## config.mk

```make
export PLATFORM = sky130hd
export DESIGN_NAME = stream_item_parser
export DESIGN_NICKNAME = d
export VERILOG_FILES = /design/src/rtl/sip_pkg.sv /design/src/rtl/sip_header.sv /design/src/rtl/sip_history.sv /design/src/rtl/sip_count.sv /design/src/rtl/sip_fsm.sv /design/src/rtl/stream_item_parser.sv
export SDC_FILE = /design/constraint.sdc
export NUM_CORES = 1
export LEC_CHECK = 0
export BUFFER_PORTS_ARGS = -buffer_cell sky130_fd_sc_hd__buf_2
export CAP_MARGIN = 20
export CORE_UTILIZATION = 58
export CTS_CLUSTER_SIZE = 20
export DETAILED_ROUTE_END_ITERATION = 12
export HOLD_SLACK_MARGIN = 0.02
export PLACE_DENSITY = 0.8
export SLEW_MARGIN = 20
export SYNTH_ARGS = -nofsm -noshare
export SYNTH_HDL_FRONTEND = slang
export SYNTH_SLANG_ARGS = --single-unit
export TNS_END_PERCENT = 10
```

## constraint.sdc

```tcl
create_clock -name clk -period 6.22 [get_ports clk]
set_input_delay 0.311 -clock clk [delete_from_list [all_inputs] [get_ports clk]]
set_output_delay 0.311 -clock clk [all_outputs]
set_load 0.01 [all_outputs]
```

## src/rtl/sip_pkg.sv

```systemverilog
`timescale 1ns/1ps
package sip_pkg;

    localparam int unsigned BYTE_W     = 8;
    localparam int unsigned LEN_CODE_W = 4;
    localparam int unsigned INDEX_W    = 12;
    localparam int unsigned MIN_COPY   = 3;

    typedef enum logic [1:0] {
        K_LIT  = 2'd0,
        K_COPY = 2'd1,
        K_CTRL = 2'd2,
        K_END  = 2'd3
    } item_kind_e;

    typedef enum logic [2:0] {
        S_CLEAR,
        S_SEEK,
        S_HDR,
        S_CTL,
        S_ITEM,
        S_COPY2,
        S_RAW
    } parse_state_e;

endpackage

```

## src/rtl/sip_header.sv

```systemverilog
`timescale 1ns/1ps
module sip_header #(
    parameter int unsigned HDR_BYTES  = 8,
    parameter int unsigned SIZE_BYTES = 2
) (
    input  logic                    clk,
    input  logic                    rst_n,
    input  logic                    take,
    input  logic                    first,
    input  logic [7:0]              byte_in,
    output logic                    last,
    output logic [8*SIZE_BYTES-1:0] size_o,
    output logic                    compressed_o
);
    localparam int unsigned IDX_W  = $clog2(HDR_BYTES);
    localparam int unsigned SIZE_W = 8 * SIZE_BYTES;

    logic [IDX_W-1:0]  idx_q;
    logic [IDX_W-1:0]  pos;
    logic [SIZE_W-1:0] size_q;
    logic              comp_q;

    assign pos  = first ? '0 : idx_q;
    assign last = !first && (idx_q == IDX_W'(HDR_BYTES - 1));

    always_ff @(posedge clk) begin
        if (!rst_n) begin
            idx_q  <= '0;
            size_q <= '0;
            comp_q <= 1'b0;
        end else if (take) begin
            if (first) begin
                idx_q  <= IDX_W'(1);
                size_q <= SIZE_W'(byte_in);
                comp_q <= 1'b0;
            end else begin
                idx_q <= idx_q + 1'b1;
                for (int b = 1; b < SIZE_BYTES; b++) begin
                    if (pos == IDX_W'(b)) begin
                        size_q[8*b +: 8] <= byte_in;
                    end
                end
                if (pos == IDX_W'(SIZE_BYTES)) begin
                    comp_q <= byte_in[0];
                end
            end
        end
    end

    assign size_o       = size_q;
    assign compressed_o = comp_q;

    // a non-leading header byte only arrives after a leading one
    a_r2_hdr_seq: assert property (@(posedge clk) disable iff (!rst_n)
        (take && !first) |-> (idx_q != '0));

endmodule

```

## src/rtl/sip_history.sv

```systemverilog
`timescale 1ns/1ps
module sip_history #(
    parameter int unsigned DEPTH = 5,
    parameter int unsigned W     = 8
) (
    input  logic             clk,
    input  logic             rst_n,
    input  logic             clear,
    input  logic             push,
    input  logic [W-1:0]     din,
    output logic [DEPTH*W-1:0] hist
);
    logic [W-1:0] tap [DEPTH+1];

    assign tap[0] = din;

    for (genvar k = 0; k < DEPTH; k++) begin : g_stage
        logic [W-1:0] q;
        always_ff @(posedge clk) begin
            if (!rst_n || clear) begin
                q <= '0;
            end else if (push) begin
                q <= tap[k];
            end
        end
        assign tap[k+1]       = q;
        assign hist[k*W +: W] = q;
    end

    // start of block and a data byte never coincide
    a_r11_push_clear: assert property (@(posedge clk) disable iff (!rst_n)
        !(push && clear));

endmodule

```

## src/rtl/sip_count.sv

```systemverilog
`timescale 1ns/1ps
module sip_count #(
    parameter int unsigned SIZE_W = 16,
    parameter int unsigned ADD_W  = 5
) (
    input  logic              clk,
    input  logic              rst_n,
    input  logic              clear,
    input  logic              add_en,
    input  logic [ADD_W-1:0]  add,
    input  logic [SIZE_W-1:0] size,
    output logic              reach
);
    localparam int unsigned CNT_W   = SIZE_W + 1;
    localparam int unsigned MAX_ADD = (1 << ADD_W) - 1;

    logic [CNT_W-1:0] cnt_q;
    logic [CNT_W:0]   sum;

    assign sum   = {1'b0, cnt_q} + (CNT_W+1)'(add);
    assign reach = sum >= (CNT_W+1)'(size);

    always_ff @(posedge clk) begin
        if (!rst_n || clear) begin
            cnt_q <= '0;
        end else if (add_en) begin
            cnt_q <= sum[CNT_W-1:0];
        end
    end

    // the count never runs past the size by more than one item
    a_r7_cnt_bound: assert property (@(posedge clk) disable iff (!rst_n)
        ({1'b0, cnt_q} <= (CNT_W+1)'(size) + (CNT_W+1)'(MAX_ADD)));

endmodule

```

## src/rtl/sip_fsm.sv

```systemverilog
`timescale 1ns/1ps
module sip_fsm
    import sip_pkg::*;
#(
    parameter int unsigned CTRL_BITS = 16,
    parameter int unsigned ADD_W     = 5
) (
    input  logic               clk,
    input  logic               rst_n,
    input  logic               in_valid,
    input  logic               in_sof,
    input  logic [7:0]         in_data,
    output logic               in_ready,
    input  logic               hdr_last,
    input  logic               hdr_compressed,
    input  logic               hdr_size_zero,
    input  logic               reach,
    output logic               hdr_take,
    output logic               hdr_first,
    output logic               hist_clear,
    output logic               hist_push,
    output logic               cnt_clear,
    output logic               cnt_add_en,
    output logic [ADD_W-1:0]   cnt_add,
    output logic               out_valid,
    output logic [1:0]         out_kind,
    output logic [7:0]         out_byte,
    output logic [INDEX_W-1:0] out_index,
    output logic [LEN_CODE_W-1:0] out_len,
    output logic               out_eob
);
    localparam int unsigned CTRL_BYTES = CTRL_BITS / 8;
    localparam int unsigned CI_W       = (CTRL_BYTES > 1) ? $clog2(CTRL_BYTES) : 1;
    localparam int unsigned BI_W       = $clog2(CTRL_BITS);

    parse_state_e          state, state_d;
    logic [CTRL_BITS-1:0]  ctl_word;
    logic [CI_W-1:0]       ctl_idx, ctl_idx_d;
    logic [BI_W-1:0]       bit_idx, bit_idx_d;
    logic [7:0]            first_q;
    logic                  ctl_wr, first_wr, finish, accept;
    logic                  emit, eob_d;
    item_kind_e            kind_d;
    logic [INDEX_W-1:0]    idx_d;
    logic [LEN_CODE_W-1:0] len_d;
    logic                  cur_bit;
    logic [LEN_CODE_W-1:0] copy_len;

    assign in_ready = (state != S_CLEAR);
    assign accept   = in_valid && in_ready;
    assign cur_bit  = ctl_word[bit_idx];
    assign copy_len = first_q[7:4];

    always_comb begin
        state_d    = state;
        ctl_idx_d  = ctl_idx;
        bit_idx_d  = bit_idx;
        hdr_take   = 1'b0;
        hdr_first  = 1'b0;
        hist_clear = 1'b0;
        hist_push  = 1'b0;
        cnt_clear  = 1'b0;
        cnt_add_en = 1'b0;
        cnt_add    = '0;
        ctl_wr     = 1'b0;
        first_wr   = 1'b0;
        finish     = 1'b0;
        emit       = 1'b0;
        eob_d      = 1'b0;
        kind_d     = K_LIT;
        idx_d      = '0;
        len_d      = '0;
        unique case (state)
            S_CLEAR: state_d = S_SEEK;
            default: begin
                if (accept && in_sof) begin
                    hdr_take   = 1'b1;
                    hdr_first  = 1'b1;
                    hist_clear = 1'b1;
                    cnt_clear  = 1'b1;
                    state_d    = S_HDR;
                end else if (accept) begin
                    case (state)
                        S_HDR: begin
                            hdr_take = 1'b1;
                            if (hdr_last) begin
                                if (hdr_size_zero) begin
                                    emit    = 1'b1;
                                    kind_d  = K_END;
                                    eob_d   = 1'b1;
                                    state_d = S_SEEK;
                                end else if (hdr_compressed) begin
                                    ctl_idx_d = '0;
                                    state_d   = S_CTL;
                                end else begin
                                    state_d = S_RAW;
                                end
                            end
                        end
                        S_CTL: begin
                            ctl_wr = 1'b1;
                            emit   = 1'b1;
                            kind_d = K_CTRL;
                            if (ctl_idx == CI_W'(CTRL_BYTES - 1)) begin
                                bit_idx_d = '0;
                                state_d   = S_ITEM;
                            end else begin
                                ctl_idx_d = ctl_idx + 1'b1;
                            end
                        end
                        S_ITEM: begin
                            hist_push = 1'b1;
                            if (!cur_bit) begin
                                emit       = 1'b1;
                                kind_d     = K_LIT;
                                cnt_add_en = 1'b1;
                                cnt_add    = ADD_W'(1);
                                finish     = 1'b1;
                            end else begin
                                first_wr = 1'b1;
                                state_d  = S_COPY2;
                            end
                        end
                        S_COPY2: begin
                            hist_push  = 1'b1;
                            emit       = 1'b1;
                            kind_d     = K_COPY;
                            idx_d      = {first_q[3:0], in_data};
                            len_d      = copy_len;
                            cnt_add_en = 1'b1;
                            cnt_add    = ADD_W'(copy_len) + ADD_W'(MIN_COPY);
                            finish     = 1'b1;
                        end
                        S_RAW: begin
                            hist_push  = 1'b1;
                            emit       = 1'b1;
                            kind_d     = K_LIT;
                            cnt_add_en = 1'b1;
                            cnt_add    = ADD_W'(1);
                            if (reach) begin
                                eob_d   = 1'b1;
                                state_d = S_SEEK;
                            end
                        end
                        default: ;
                    endcase
                    if (finish) begin
                        if (reach) begin
                            eob_d   = 1'b1;
                            state_d = S_SEEK;
                        end else if (bit_idx == BI_W'(CTRL_BITS - 1)) begin
                            ctl_idx_d = '0;
                            state_d   = S_CTL;
                        end else begin
                            bit_idx_d = bit_idx + 1'b1;
                            state_d   = S_ITEM;
                        end
                    end
                end
            end
        endcase
    end

    // state register
    always_ff @(posedge clk) begin
        if (!rst_n) begin
            state    <= S_CLEAR;
            ctl_idx  <= '0;
            bit_idx  <= '0;
            ctl_word <= '0;
            first_q  <= '0;
        end else begin
            state   <= state_d;
            ctl_idx <= ctl_idx_d;
            bit_idx <= bit_idx_d;
            if (ctl_wr) begin
                ctl_word[8*ctl_idx +: 8] <= in_data;
            end
            if (first_wr) begin
                first_q <= in_data;
            end
        end
    end

    // output register
    always_ff @(posedge clk) begin
        if (!rst_n) begin
            out_valid <= 1'b0;
            out_kind  <= K_LIT;
            out_byte  <= '0;
            out_index <= '0;
            out_len   <= '0;
            out_eob   <= 1'b0;
        end else begin
            out_valid <= emit;
            out_eob   <= eob_d;
            if (emit) begin
                out_kind  <= kind_d;
                out_byte  <= in_data;
                out_index <= idx_d;
                out_len   <= len_d;
            end
        end
    end

    a_r7_eob_has_item: assert property (@(posedge clk) disable iff (!rst_n)
        out_eob |-> out_valid);

    a_r8_quiet_after_eob: assert property (@(posedge clk) disable iff (!rst_n)
        out_eob |=> !out_valid);

    a_r10_end_is_last: assert property (@(posedge clk) disable iff (!rst_n)
        (out_valid && out_kind == K_END) |-> out_eob);

    a_r1_ready_after_clear: assert property (@(posedge clk) disable iff (!rst_n)
        (state == S_CLEAR) |=> in_ready);

endmodule

```

## src/rtl/stream_item_parser.sv

```systemverilog
`timescale 1ns/1ps
module stream_item_parser
    import sip_pkg::*;
#(
    parameter int unsigned HDR_BYTES  = 8,
    parameter int unsigned SIZE_BYTES = 2,
    parameter int unsigned CTRL_BITS  = 16,
    parameter int unsigned HIST_DEPTH = 5
) (
    input  logic                    clk,
    input  logic                    rst_n,
    input  logic                    in_valid,
    output logic                    in_ready,
    input  logic [7:0]              in_data,
    input  logic                    in_sof,
    output logic                    out_valid,
    output logic [1:0]              out_kind,
    output logic [7:0]              out_byte,
    output logic [11:0]             out_index,
    output logic [3:0]              out_len,
    output logic                    out_eob,
    output logic [HIST_DEPTH*8-1:0] hist_bytes
);
    localparam int unsigned SIZE_W = 8 * SIZE_BYTES;
    localparam int unsigned ADD_W  = $clog2((1 << LEN_CODE_W) + MIN_COPY);

    logic              hdr_take, hdr_first, hdr_last, hdr_comp;
    logic [SIZE_W-1:0] hdr_size;
    logic              hist_clear, hist_push;
    logic              cnt_clear, cnt_add_en, reach;
    logic [ADD_W-1:0]  cnt_add;

    sip_header #(
        .HDR_BYTES  (HDR_BYTES),
        .SIZE_BYTES (SIZE_BYTES)
    ) u_hdr (
        .clk          (clk),
        .rst_n        (rst_n),
        .take         (hdr_take),
        .first        (hdr_first),
        .byte_in      (in_data),
        .last         (hdr_last),
        .size_o       (hdr_size),
        .compressed_o (hdr_comp)
    );

    sip_count #(
        .SIZE_W (SIZE_W),
        .ADD_W  (ADD_W)
    ) u_cnt (
        .clk    (clk),
        .rst_n  (rst_n),
        .clear  (cnt_clear),
        .add_en (cnt_add_en),
        .add    (cnt_add),
        .size   (hdr_size),
        .reach  (reach)
    );

    sip_history #(
        .DEPTH (HIST_DEPTH),
        .W     (8)
    ) u_hist (
        .clk   (clk),
        .rst_n (rst_n),
        .clear (hist_clear),
        .push  (hist_push),
        .din   (in_data),
        .hist  (hist_bytes)
    );

    sip_fsm #(
        .CTRL_BITS (CTRL_BITS),
        .ADD_W     (ADD_W)
    ) u_fsm (
        .clk            (clk),
        .rst_n          (rst_n),
        .in_valid       (in_valid),
        .in_sof         (in_sof),
        .in_data        (in_data),
        .in_ready       (in_ready),
        .hdr_last       (hdr_last),
        .hdr_compressed (hdr_comp),
        .hdr_size_zero  (hdr_size == '0),
        .reach          (reach),
        .hdr_take       (hdr_take),
        .hdr_first      (hdr_first),
        .hist_clear     (hist_clear),
        .hist_push      (hist_push),
        .cnt_clear      (cnt_clear),
        .cnt_add_en     (cnt_add_en),
        .cnt_add        (cnt_add),
        .out_valid      (out_valid),
        .out_kind       (out_kind),
        .out_byte       (out_byte),
        .out_index      (out_index),
        .out_len        (out_len),
        .out_eob        (out_eob)
    );

endmodule

```

**Yosys cells after proc, flatten, opt, wreduce, memory -nomap -nowiden**

Index checks and enable logic that the tools add are counted.

- Memories: 0
- Bits in read-only memories: 0
- Input port bits: 12
- Memory bits (writable): 0
- Output and inout bits: 69
- Bits in latches: 0
- Word-level logic and storage cells: 179
- Register bits after elaboration: 137

- Div/mod/pow operators: 0
- Bitwise gates (word level): 4
- Order comparisons: 2
- Reduce and logical (&&, ||, !) cells: 29
- Add/sub/neg operators: 6
- Multipliers: 0
- Shift-type cells: 2
- Eq/ne operators: 21
- Mux-type cells: 92

Operators by type and width:

| kind | number |
|---|---|
| $mux 12 | 4 |
| $mux 1 | 46 |
| $mux 4 | 9 |
| $neg 4->34 | 1 |
| $shift 8x34->16 const A | 1 |
| $shiftx 8x34->16 | 1 |
| $mux 3 | 11 |
| $add 17x5->18 | 1 |
| $ge 18x16->1 | 1 |
| $reduce_and 6->1 | 3 |
| $bwmux 16 | 1 |
| $logic_not 16->1 | 1 |
| $mux 8 | 2 |
| $mux 5 | 3 |
| $pmux 5 s3 | 1 |
| $mux 2 | 7 |
| $eq 3x3->1 const B | 4 |
| $pmux 3 s4 | 1 |
| $ne 5x1->1 const B | 2 |
| $ne 5x2->1 const B | 2 |
| $eq 3x2->1 const B | 3 |
| $reduce_or 3->1 | 3 |
| $ne 4x1->1 const B | 2 |
| $ne 4x2->1 const B | 2 |
| other kinds (27) | 44 |

**Logic depth before layout (Yosys ltp)**

Gate-level depths: netlist (run 1).

- Depth in word-level cells: 15
- Gate-level depth with buffers: 25

**Hierarchy**

Synthesis (run 1) repeated with hierarchy kept, for this count alone.

- Cell total of the unflattened synthesis: 729
- Area total of the unflattened synthesis: 6648.9 um2

Modules (own cells, without submodules):

| module | area an instance (um2) | cells each | instances | sequential area each (um2) |
|---|---|---|---|---|
| sip_fsm | 2862.7 | 330 | 1 | 1201.2 |
| sip_count | 1488.9 | 187 | 1 | 340.3 |
| sip_history | 1465.2 | 130 | 1 | 800.8 |
| sip_header | 798.3 | 77 | 1 | 400.4 |
| stream_item_parser | 33.8 | 5 | 1 | 0.0 |

**Worst setup path before layout (run 1)**

No wires, ideal clock.

- Path type: reg2reg
- From: register u_fsm.state[2]
- To: register u_fsm.state[0]
- Path slack: 1.288 ns
- Arrival: 4.811 ns
- Path buffers: 4
- Data required time: 6.098 ns
- Library setup time: 0.122 ns
- Stages on the path, launching flop included: 25
- Cell sequence: dfxtp_1 -> buf_2 -> nor2_1 -> nand2_1 -> nand3_1 -> clkbuf_1 -> buf_2 -> nor2_1 -> ha_1 -> fa_1 -> a211oi_2 -> nor2_1 -> o21a_1 -> nand4_1 -> nor2_1 -> xnor2_1 -> ha_1 -> nand2_1 -> o21ai_0 -> a21o_1 -> a32o_1 -> or4_1 -> buf_2 -> o21a_1 -> o311a_1

- Word-level cells in the longest chain between the ends: 12
- Elaborated cells between the ends (all ways): 36

Ends and longest elaborated chain:

| element | line | RTL |
|---|---|---|
| start, declared | sip_fsm.sv:36 | `parse_state_e state, state_d;` |
| start signal, assigned | sip_fsm.sv:173 | `state <= state_d;` |
| $reduce_bool 3->1 * | sip_fsm.sv:49 | `assign in_ready = (state != S_CLEAR);` |
| via in_ready | stream_item_parser.sv:13 | `output logic in_ready,` |
| $logic_and 1x1->1 * | sip_fsm.sv:50 | `assign accept = in_valid && in_ready;` |
| $mux 5 or $logic_and 1x1->1 (tied branches) | sip_fsm.sv:82, sip_fsm.sv:76 |  |
| $mux 5 * | sip_fsm.sv:76 | `if (accept && in_sof) begin` |
| $mux 5 * | sip_fsm.sv:73 | `unique case (state)` |
| $add 17x5->18 * | sip_count.sv:20 | `assign sum = {1'b0, cnt_q} + (CNT_W+1)'(add);` |
| via u_cnt.sum[12] | sip_count.sv:18 | `logic [CNT_W:0] sum;` |
| $ge 18x16->1 * | sip_count.sv:21 | `assign reach = sum >= (CNT_W+1)'(size);` |
| $mux 3 | sip_fsm.sv:148 | `if (reach) begin` |
| $mux 3 | sip_fsm.sv:147 | `if (finish) begin` |
| $mux 2 | sip_fsm.sv:82 | `end else if (accept) begin` |
| $mux 2 | sip_fsm.sv:76 |  |
| $mux 1 | sip_fsm.sv:73 |  |

The timed path passes the listed nets; every way through them passes the cells marked *. The select of a mux whose other input is x is not followed.
A chain may end at the register's enable or synchronous reset.

**Worst setup path in the final report (run 1)**

- From: register u_fsm.bit_idx[2]
- To: register u_fsm.bit_idx[0]

- Word-level cells in the longest chain between the ends: 11
- Elaborated cells between the ends (all ways): 18

Ends and longest elaborated chain:

| element | line | RTL |
|---|---|---|
| start, declared | sip_fsm.sv:39 | `logic [BI_W-1:0] bit_idx, bit_idx_d;` |
| start signal, assigned | sip_fsm.sv:175 | `bit_idx <= bit_idx_d;` |
| $bmux 1 s4 | sip_fsm.sv:51 | `assign cur_bit = ctl_word[bit_idx];` |
| $mux 1 (implied by the code) | sip_fsm.sv:51 |  |
| $mux 1 | sip_fsm.sv:113 | `if (!cur_bit) begin` |
| $pmux 5 s3 | sip_fsm.sv:83 | `case (state)` |
| $mux 5 | sip_fsm.sv:82 |  |
| $mux 5 | sip_fsm.sv:76 |  |
| $mux 5 | sip_fsm.sv:73 |  |
| $add 17x5->18 | sip_count.sv:20 |  |
| via u_cnt.sum[10] | sip_count.sv:18 |  |
| $ge 18x16->1 | sip_count.sv:21 |  |
| $mux 4 | sip_fsm.sv:148 |  |
| $mux 4 | sip_fsm.sv:147 |  |

The timed path passes the listed nets, and every way through them passes these cells. The select of a mux whose other input is x is not followed.

==> summary.txt, run 1 <==
Status
  • Status: complete, no violations

CTS
  • Clock Latency Late Sink: about 530 ps
  • Hold Buf Count CTS: 0
  • Post CTS Setup Buffer Count: 0
  • CTS tree: built
  • CTS H-tree lvls: 4
  • CTS root buffer: clkbuf_8
  • Reg clk slew, reported paths: around 60 ps
  • CTS Buf Count: 17
  • Sink Count: between 100 and 150
  • CTS resizes: 0
  • Clock buffer depth: 2

Logic synthesis
  • Post-synth top area share: 42.7%
  • Most instantiated cells after synthesis: 149 x nand2_1, 137 x dfxtp_1, 83 x nor2_1, 71 x a21oi_1, 46 x clkbuf_1
  • Synthesized area: about 6400 sq um
  • Yosys cell types: 59
  • Leading area contributor after synthesis: dfxtp_1
  • Number of flops mapped to enable cells by yosys: 0
  • Most used DFF post-synth: dfxtp_1
  • Seq/Total Area, Yosys: a little over two fifths
  • FF+latch count, synth: 137
  • Synth area leaders: dfxtp_1 43%, nand2_1 8.7%, mux2i_1 5.9%, a21oi_1 5.5%, ha_1 4.9%
  • Async set-or-reset flop fraction in the synthesized netlist: 0%
  • Ys Warns: 0
  • Most numerous cell in the Yosys netlist: nand2_1
  • Syn Area/Cell: between 8 and 9 sq um
  • Syn Inst Count: 796
  • Syn nets: between 800 and 900

Critical path
  • Worst path max stage delay: between 600 and 700 ps
  • WS Path Type: reg2reg
  • Worst r2r src: u_fsm.bit_idx[2]
  • Worst EP arrival: between 6000 and 7000 ps
  • Largest fanout on the critical path: 15
  • Buffer and inverter count on the worst path: 0
  • Slowest CP cell: dfxtp_1
  • Reg2reg setup slack: ~550 ps
  • Most frequent CP cell: nor2_1
  • CP required: 6670 ps
  • Worst setup EP type: flip-flop
  • FF-to-FF path depth: 23
  • Crit-path cells: mux2i_1, a22oi_1, and3_1, a31oi_1, nor2_1, a2bb2oi_1, nor2_1, ha_1, fa_1, a211oi_2, nor2_1, o21a_1, nand4_1, or2_2, xnor2_1, ha_1, a21oi_1, o21ai_0, a21o_1, a32o_1, or4_1, or4_1, a31oi_1
  • Critical path startpoint category: flip-flop
  • FF-to-FF End: u_fsm.bit_idx[0]
  • Top Family by Delay on Critical Path: simple AND/OR/NAND/NOR gates

Floorplan
  • Starting Density: roughly 59%
  • Placement row count: 38
  • Core area: between 10,000 and 15,000 sq um
  • DIE WIDTH: between 100 and 150 um
  • Die H: ~110 um
  • I/O pins: 81
  • Die area: roughly 12,000 sq um

Routing
  • Initial DRC count: 430
  • Vias per cell: about 5.9
  • Final wirelength: about 16,000 um
  • Router iterations before antenna repair: 5
  • DR vias: between 5,000 and 6,000
  • DRC Markers: 0
  • DRT antenna net count: 0
  • Wire per inst: between 15 and 20 um

Finish
  • Nets: a little under 900
  • Syn-to-layout area delta: 15.7%
  • Share of post-route cells with drive strength above 1: about 16%
  • Post-Layout Cell Count: ~1,000
  • Inserted Diodes: 0
  • Util after Layout: approximately two thirds

Global routing
  • GRT Util Overall: ~28%
  • Initial antenna violation count: 0
  • Number of global-route vias before repair: 5,424
  • Gr ovfl total: 0
  • Largest net degree at the start of global routing: 68
  • First-pass GRT wire length: 25,700 um

STA
  • Setup violators final: 0
  • Period utilization: about nine tenths
  • TNS Setup: 0 ps
  • Slew headroom: 38.2%
  • F_max: around 0.18 GHz
  • Final Max Slew Viols: 0
  • Slew of the pin with the lowest slew margin: ~920 ps
  • Count of final hold-check violations: 0
  • Clk_skew: 13.1 ps
  • RSZ-0062 raised after global routing: false
  • Period minus WS final: ~5700 ps
  • Setup ws final: about 550 ps

Power
  • Internal power: 1.49 mW
  • Sw Pwr: between 0.4 and 0.5 mW
  • Peak supply drop: 0.225 mV
  • Power per Cell Area: 261 nW/um^2
  • Logic pwr share: under 10%
  • Sequential Power Share: 45.9%
  • Clock Power Share: 49.2%
  • Tot Pwr: 1.94 mW
  • Leak: approximately 3 nW
  • Switching share of power: between 20% and 30%

Placed design
  • HPWL after DPL: approximately 11,000 um
  • Cell count after placement: between 900 and 1,000
  • Port buffer count: 80
  • DP Worst Slack: 640 ps
  • Final Wtd Congestion: approximately 0.93

Min path
  • WHS Path Cells: 3
  • Hold Path End: u_fsm.ctl_word[15]
  • Hold Crit Class: in2reg
  • Hold Crit Start: in_data[7]

Job
  • Max-Cap Viols: 0
metal layers:
layer / GRT usage [%] / vias up / share of wire, %
met5: 0 / - / 0
met4: 11.6 / 0 / 2.3
met3: 6.90 / 39 / 6.4
met2: 46.6 / 222 / 47
met1: 35.8 / 2795 / 44
li1: - / 2835 / -
cell families after synthesis:
| family | Yosys count | share of synthesized area, % |
|---|---|---|
| buf+inv | 84 | 5.12 |
| flops | 137 | 42.7 |
| mux | 39 | 6.09 |
| simple gates | 323 | 21.9 |
| fa+ha+maj | 26 | 5.18 |
| xor+xnor | 28 | 3.81 |
| compound gates | 159 | 15.2 |
cell type report:
type / count / area (sq um)
well taps: 140 / 175
inverters: 28 / 105
repair buffers: 89 / 468
clock buffers: 22 / 483
flip-flops and latches: 137 / 2740
fillers: 846 / 3400
multi-input cells: 575 / 3370
clock inverters: 10 / 91.3
worst max path at each step:
stage,from,end,slack (ps),depth (start not counted)
after floorplan,u_fsm.state[2],u_fsm.state[0],1290,24
after global placement,u_fsm.bit_idx[2],u_fsm.bit_idx[0],870,23
after detailed placement,u_fsm.bit_idx[2],u_fsm.bit_idx[0],640,23
after CTS,u_fsm.bit_idx[2],u_fsm.bit_idx[0],610,23
after global routing,u_fsm.bit_idx[2],u_fsm.bit_idx[0],110,23
final,u_fsm.bit_idx[2],u_fsm.bit_idx[0],550,23
layout by cell type (no fill, tap or decap), drive strengths merged, types with 3 or more instances in the layout:
cell type	instances
a211oi	5
a21o	6
a21oi	72
a22o	9
a31oi	10
a32oi	3
and3	3
buf	89
clkbuf	22
clkinv	6
dfxtp	137
ha	25
inv	29
mux2i	38
nand2	149
nand2b	3
nand3	30
nand4	11
nor2	83
nor2b	4
nor3	15
nor3b	4
nor4	9
o211ai	4
o21ai	31
or4	5
xnor2	17
xor2	11
stage by stage:
stage,hold slack (ps),instance area (sq um)
3_5_place_dp,447,6860
2_1_floorplan,444,6430
5_1_grt,137,7440
6_report,157,7440
4_1_cts,114,7440
3_3_place_gp,439,6860
flip-flops by register name (all words and copies together) (netlist names), 3 cells and up:
signal,cells
u_hist.g_stage.q,40
u_cnt.cnt_q,17
u_fsm.ctl_word,16
u_hdr.size_o,16
u_fsm.out_index,12
u_fsm.first_q,8
u_fsm.out_byte,8
u_fsm.bit_idx,4
u_fsm.out_len,4
u_fsm.state,3
u_hdr.idx_q,3
worst register-to-register path, delay by kind of cell (launching register included):
family	cells	cell delay, ps
muxes	1	270
and+or+nand+nor	8	2350
DFF	1	640
xor gates and xnor gates	1	140
AOI/OAI and AO/OA	10	1550
adders and majority gates	3	650
power by group through the flow:
| stage | clock [mW] | combinational, mW | sequential, mW |
|---|---|---|---|
| final | 0.956 | 0.0957 | 0.893 |
| after global routing | 1.01 | 0.105 | 0.893 |
| after CTS | 0.973 | 0.0937 | 0.892 |
| after detailed placement | 0 | 0.0933 | 0.911 |
| after global placement | 0 | 0.0915 | 0.911 |
| after floorplan | 0 | 0.0695 | 0.907 |
No activity file was read; power rests on OpenSTA's default activity.
==> run 2, diff against run 1 <==
--- a/config.mk
+++ b/config.mk
@@ -7,11 +7,12 @@
 export LEC_CHECK = 0
 export BUFFER_PORTS_ARGS = -buffer_cell sky130_fd_sc_hd__buf_2
 export CAP_MARGIN = 20
-export CORE_UTILIZATION = 58
+export CORE_UTILIZATION = 48
 export CTS_CLUSTER_SIZE = 20
 export DETAILED_ROUTE_END_ITERATION = 12
+export GPL_ROUTABILITY_DRIVEN = 0
 export HOLD_SLACK_MARGIN = 0.02
-export PLACE_DENSITY = 0.8
+export PLACE_DENSITY = 0.68
 export SLEW_MARGIN = 20
 export SYNTH_ARGS = -nofsm -noshare
 export SYNTH_HDL_FRONTEND = slang
==> run 2 against run 1 <==
Setup slack worse by 140 ps. Via count fell by 1.1%. Cell area is 0.34% higher. Die area grew 20%. Clock power barely moved. Critical path type unchanged. Hold slack gained 92 ps. Register-to-register slack worse by 140 ps. Critical path depth unchanged.
==> summary.txt, run 2 (synthesized netlist as in run 1, its figures left out) <==
Status
  • Status: complete, no violations

Routing
  • Vias per cell: ~5.6
  • Wire per inst: between 15 and 20 um
  • Final wirelength: about 16,000 um
  • DR vias: 5,826
  • Met3 wire length: approximately 950 um
  • DRC Markers: 0
  • Initial DRC count: between 500 and 600
  • WL met2: between 7000 and 8000 um
  • DRT antenna net count: 0
  • Router iterations before antenna repair: 5
  • Met1 wire length: approximately 7600 um
  • Max Used Layer: met4

CTS
  • CTS resizes: 0
  • CTS H-tree lvls: 4
  • CTS Buf Count: 17
  • Reg clk slew, reported paths: about 60 ps
  • Sink Count: roughly 140
  • Clock buffer depth: 2
  • Clock Latency Late Sink: 420 ps
  • Hold Buf Count CTS: 0
  • CTS root buffer: clkbuf_16
  • Post CTS Setup Buffer Count: 0
  • CTS tree: built

Finish
  • Util after Layout: about three fifths
  • Largest registers: u_hist.g_stage.q (40), u_cnt.cnt_q (17)
  • Register area: about 2700 sq um
  • Share of post-route cells with drive strength above 1: between 15 and 20%
  • Most frequent cells in the layout: 148 x nand2_1, 137 x dfxtp_1, 82 x nor2_1
  • Inserted Diodes: 0
  • Multi-input logic area: about 3400 sq um
  • Most flop-heavy register: u_hist.g_stage.q
  • Commonest non-fill, non-tap cell in the layout: nand2_1
  • Filler cells: approximately 1,200
  • Nets: 886
  • Post-Layout Cell Count: around 1,000
  • Max FFs per register: 40
  • Post-route cell area: 7460 sq um
  • Syn-to-layout area delta: 16.1%

Critical path
  • CP required: 6570 ps
  • Largest fanout on the critical path: 15
  • WS Path Type: reg2reg
  • Worst EP arrival: between 6000 and 7000 ps
  • Critical path startpoint category: flip-flop
  • Worst setup EP type: flip-flop

Floorplan
  • Die H: 118 um
  • Die area: 13,900 sq um
  • Placement row count: 41
  • I/O pins: 81
  • Starting Density: 50.1%
  • DIE WIDTH: roughly 120 um
  • Core area: 12,800 sq um

Power
  • Sw Pwr: between 0.4 and 0.5 mW
  • Sequential Power Share: a little under half
  • Clock Power Share: between 40% and 50%
  • Switching share of power: between 20% and 30%
  • Peak supply drop: a little under 0.2 mV
  • Leak: approximately 2.9 nW
  • Internal power: around 1.5 mW
  • Tot Pwr: a little under 2 mW
  • Power per Cell Area: about 260 nW/um^2
  • Logic pwr share: under 10%

Global routing
  • First-pass GRT wire length: between 20,000 and 30,000 um
  • Gr ovfl total: 0
  • GRT Util Overall: roughly a quarter
  • Initial antenna violation count: 0
  • Number of global-route vias before repair: ~5,300
  • Largest net degree at the start of global routing: just under 70

STA
  • Setup ws final: 406 ps
  • F_max: 0.172 GHz
  • RSZ-0062 raised after global routing: false
  • Count of final hold-check violations: 0
  • TNS Setup: 0 ps
  • Slew headroom: between 40 and 50%
  • Final Max Slew Viols: 0
  • Clk_skew: 7.73 ps
  • Period minus WS final: approximately 5800 ps
  • Setup violators final: 0
  • Period utilization: between 90% and 100%
  • Worst hold slack: ~250 ps
  • Slew of the pin with the lowest slew margin: 891 ps

Min path
  • Hold Crit Class: in2reg

Placed design
  • Port buffer count: 80
  • DP Worst Slack: 581 ps
  • Placed Area: ~6900 sq um
  • HPWL after DPL: 11,100 um
  • Cell count after placement: 1,001

Job
  • Max-Cap Viols: 0
==> run 2: cell count changes in the layout (fill, tap and decap cells not counted), sizes merged <==
cell / delta
clkbuf: -3
clkinv: -1
clkinvlp: +1
inv: +3
==> run 2: routing by layer <==
layer | vias to the layer above | GRT usage, %
met4 | 0 | 7.13
met5 | - | 0
met2 | 209 | 37.6
met1 | 2749 | 32.9
met3 | 22 | 4.51
li1 | 2846 | -
==> run 2: worst max-delay path, cell delays in order (launching register included) <==
cell	delay (ps)
dfxtp_1	700
mux2i_1	190
a22oi_1	310
and3_1	200
a31oi_1	50
nor2_1	170
a2bb2oi_1	190
nor2_1	60
ha_1	200
fa_1	440
a211oi_2	230
nor2_1	100
o21a_1	230
nand4_1	210
nor2_1	100
xnor2_1	180
ha_1	260
nand2_1	110
o21ai_0	110
a21o_1	180
a32o_1	220
or4_1	610
or4_1	530
a31oi_1	160
==> run 2: final cells by class <==
cell class / instances / area share [%]
clock buffers: 19 / 5.93
clock inverters: 13 / 1.56
inverters: 28 / 1.41
multi-input cells: 575 / 45.2
flip-flops and latches: 137 / 36.7
well taps: 172 / 2.88
repair buffers: 89 / 6.27
==> run 2: worst paths after layout <==
| path | slack [ps] | endpoint | start | cells after the start |
|---|---|---|---|---|
| min | 250 | u_hist.g_stage[0].q[2] | in_data[2] | 3 |
| max reg2reg | 410 | u_fsm.bit_idx[0] | u_fsm.bit_idx[2] | 23 |
| max | 410 | u_fsm.bit_idx[0] | u_fsm.bit_idx[2] | 23 |
| min reg2reg | 450 | u_hist.g_stage[4].q[6] | u_hist.g_stage[4].q[6] | 2 |
==> run 2: power groups by stage <==
stage	combinational, mW	clock, mW	sequential [mW]
detailed placement	0.0953	0	0.912
floorplan	0.0695	0	0.907
finish	0.0975	0.955	0.893
global route	0.105	1.01	0.893
global placement	0.0942	0	0.911
CTS	0.0958	0.970	0.892
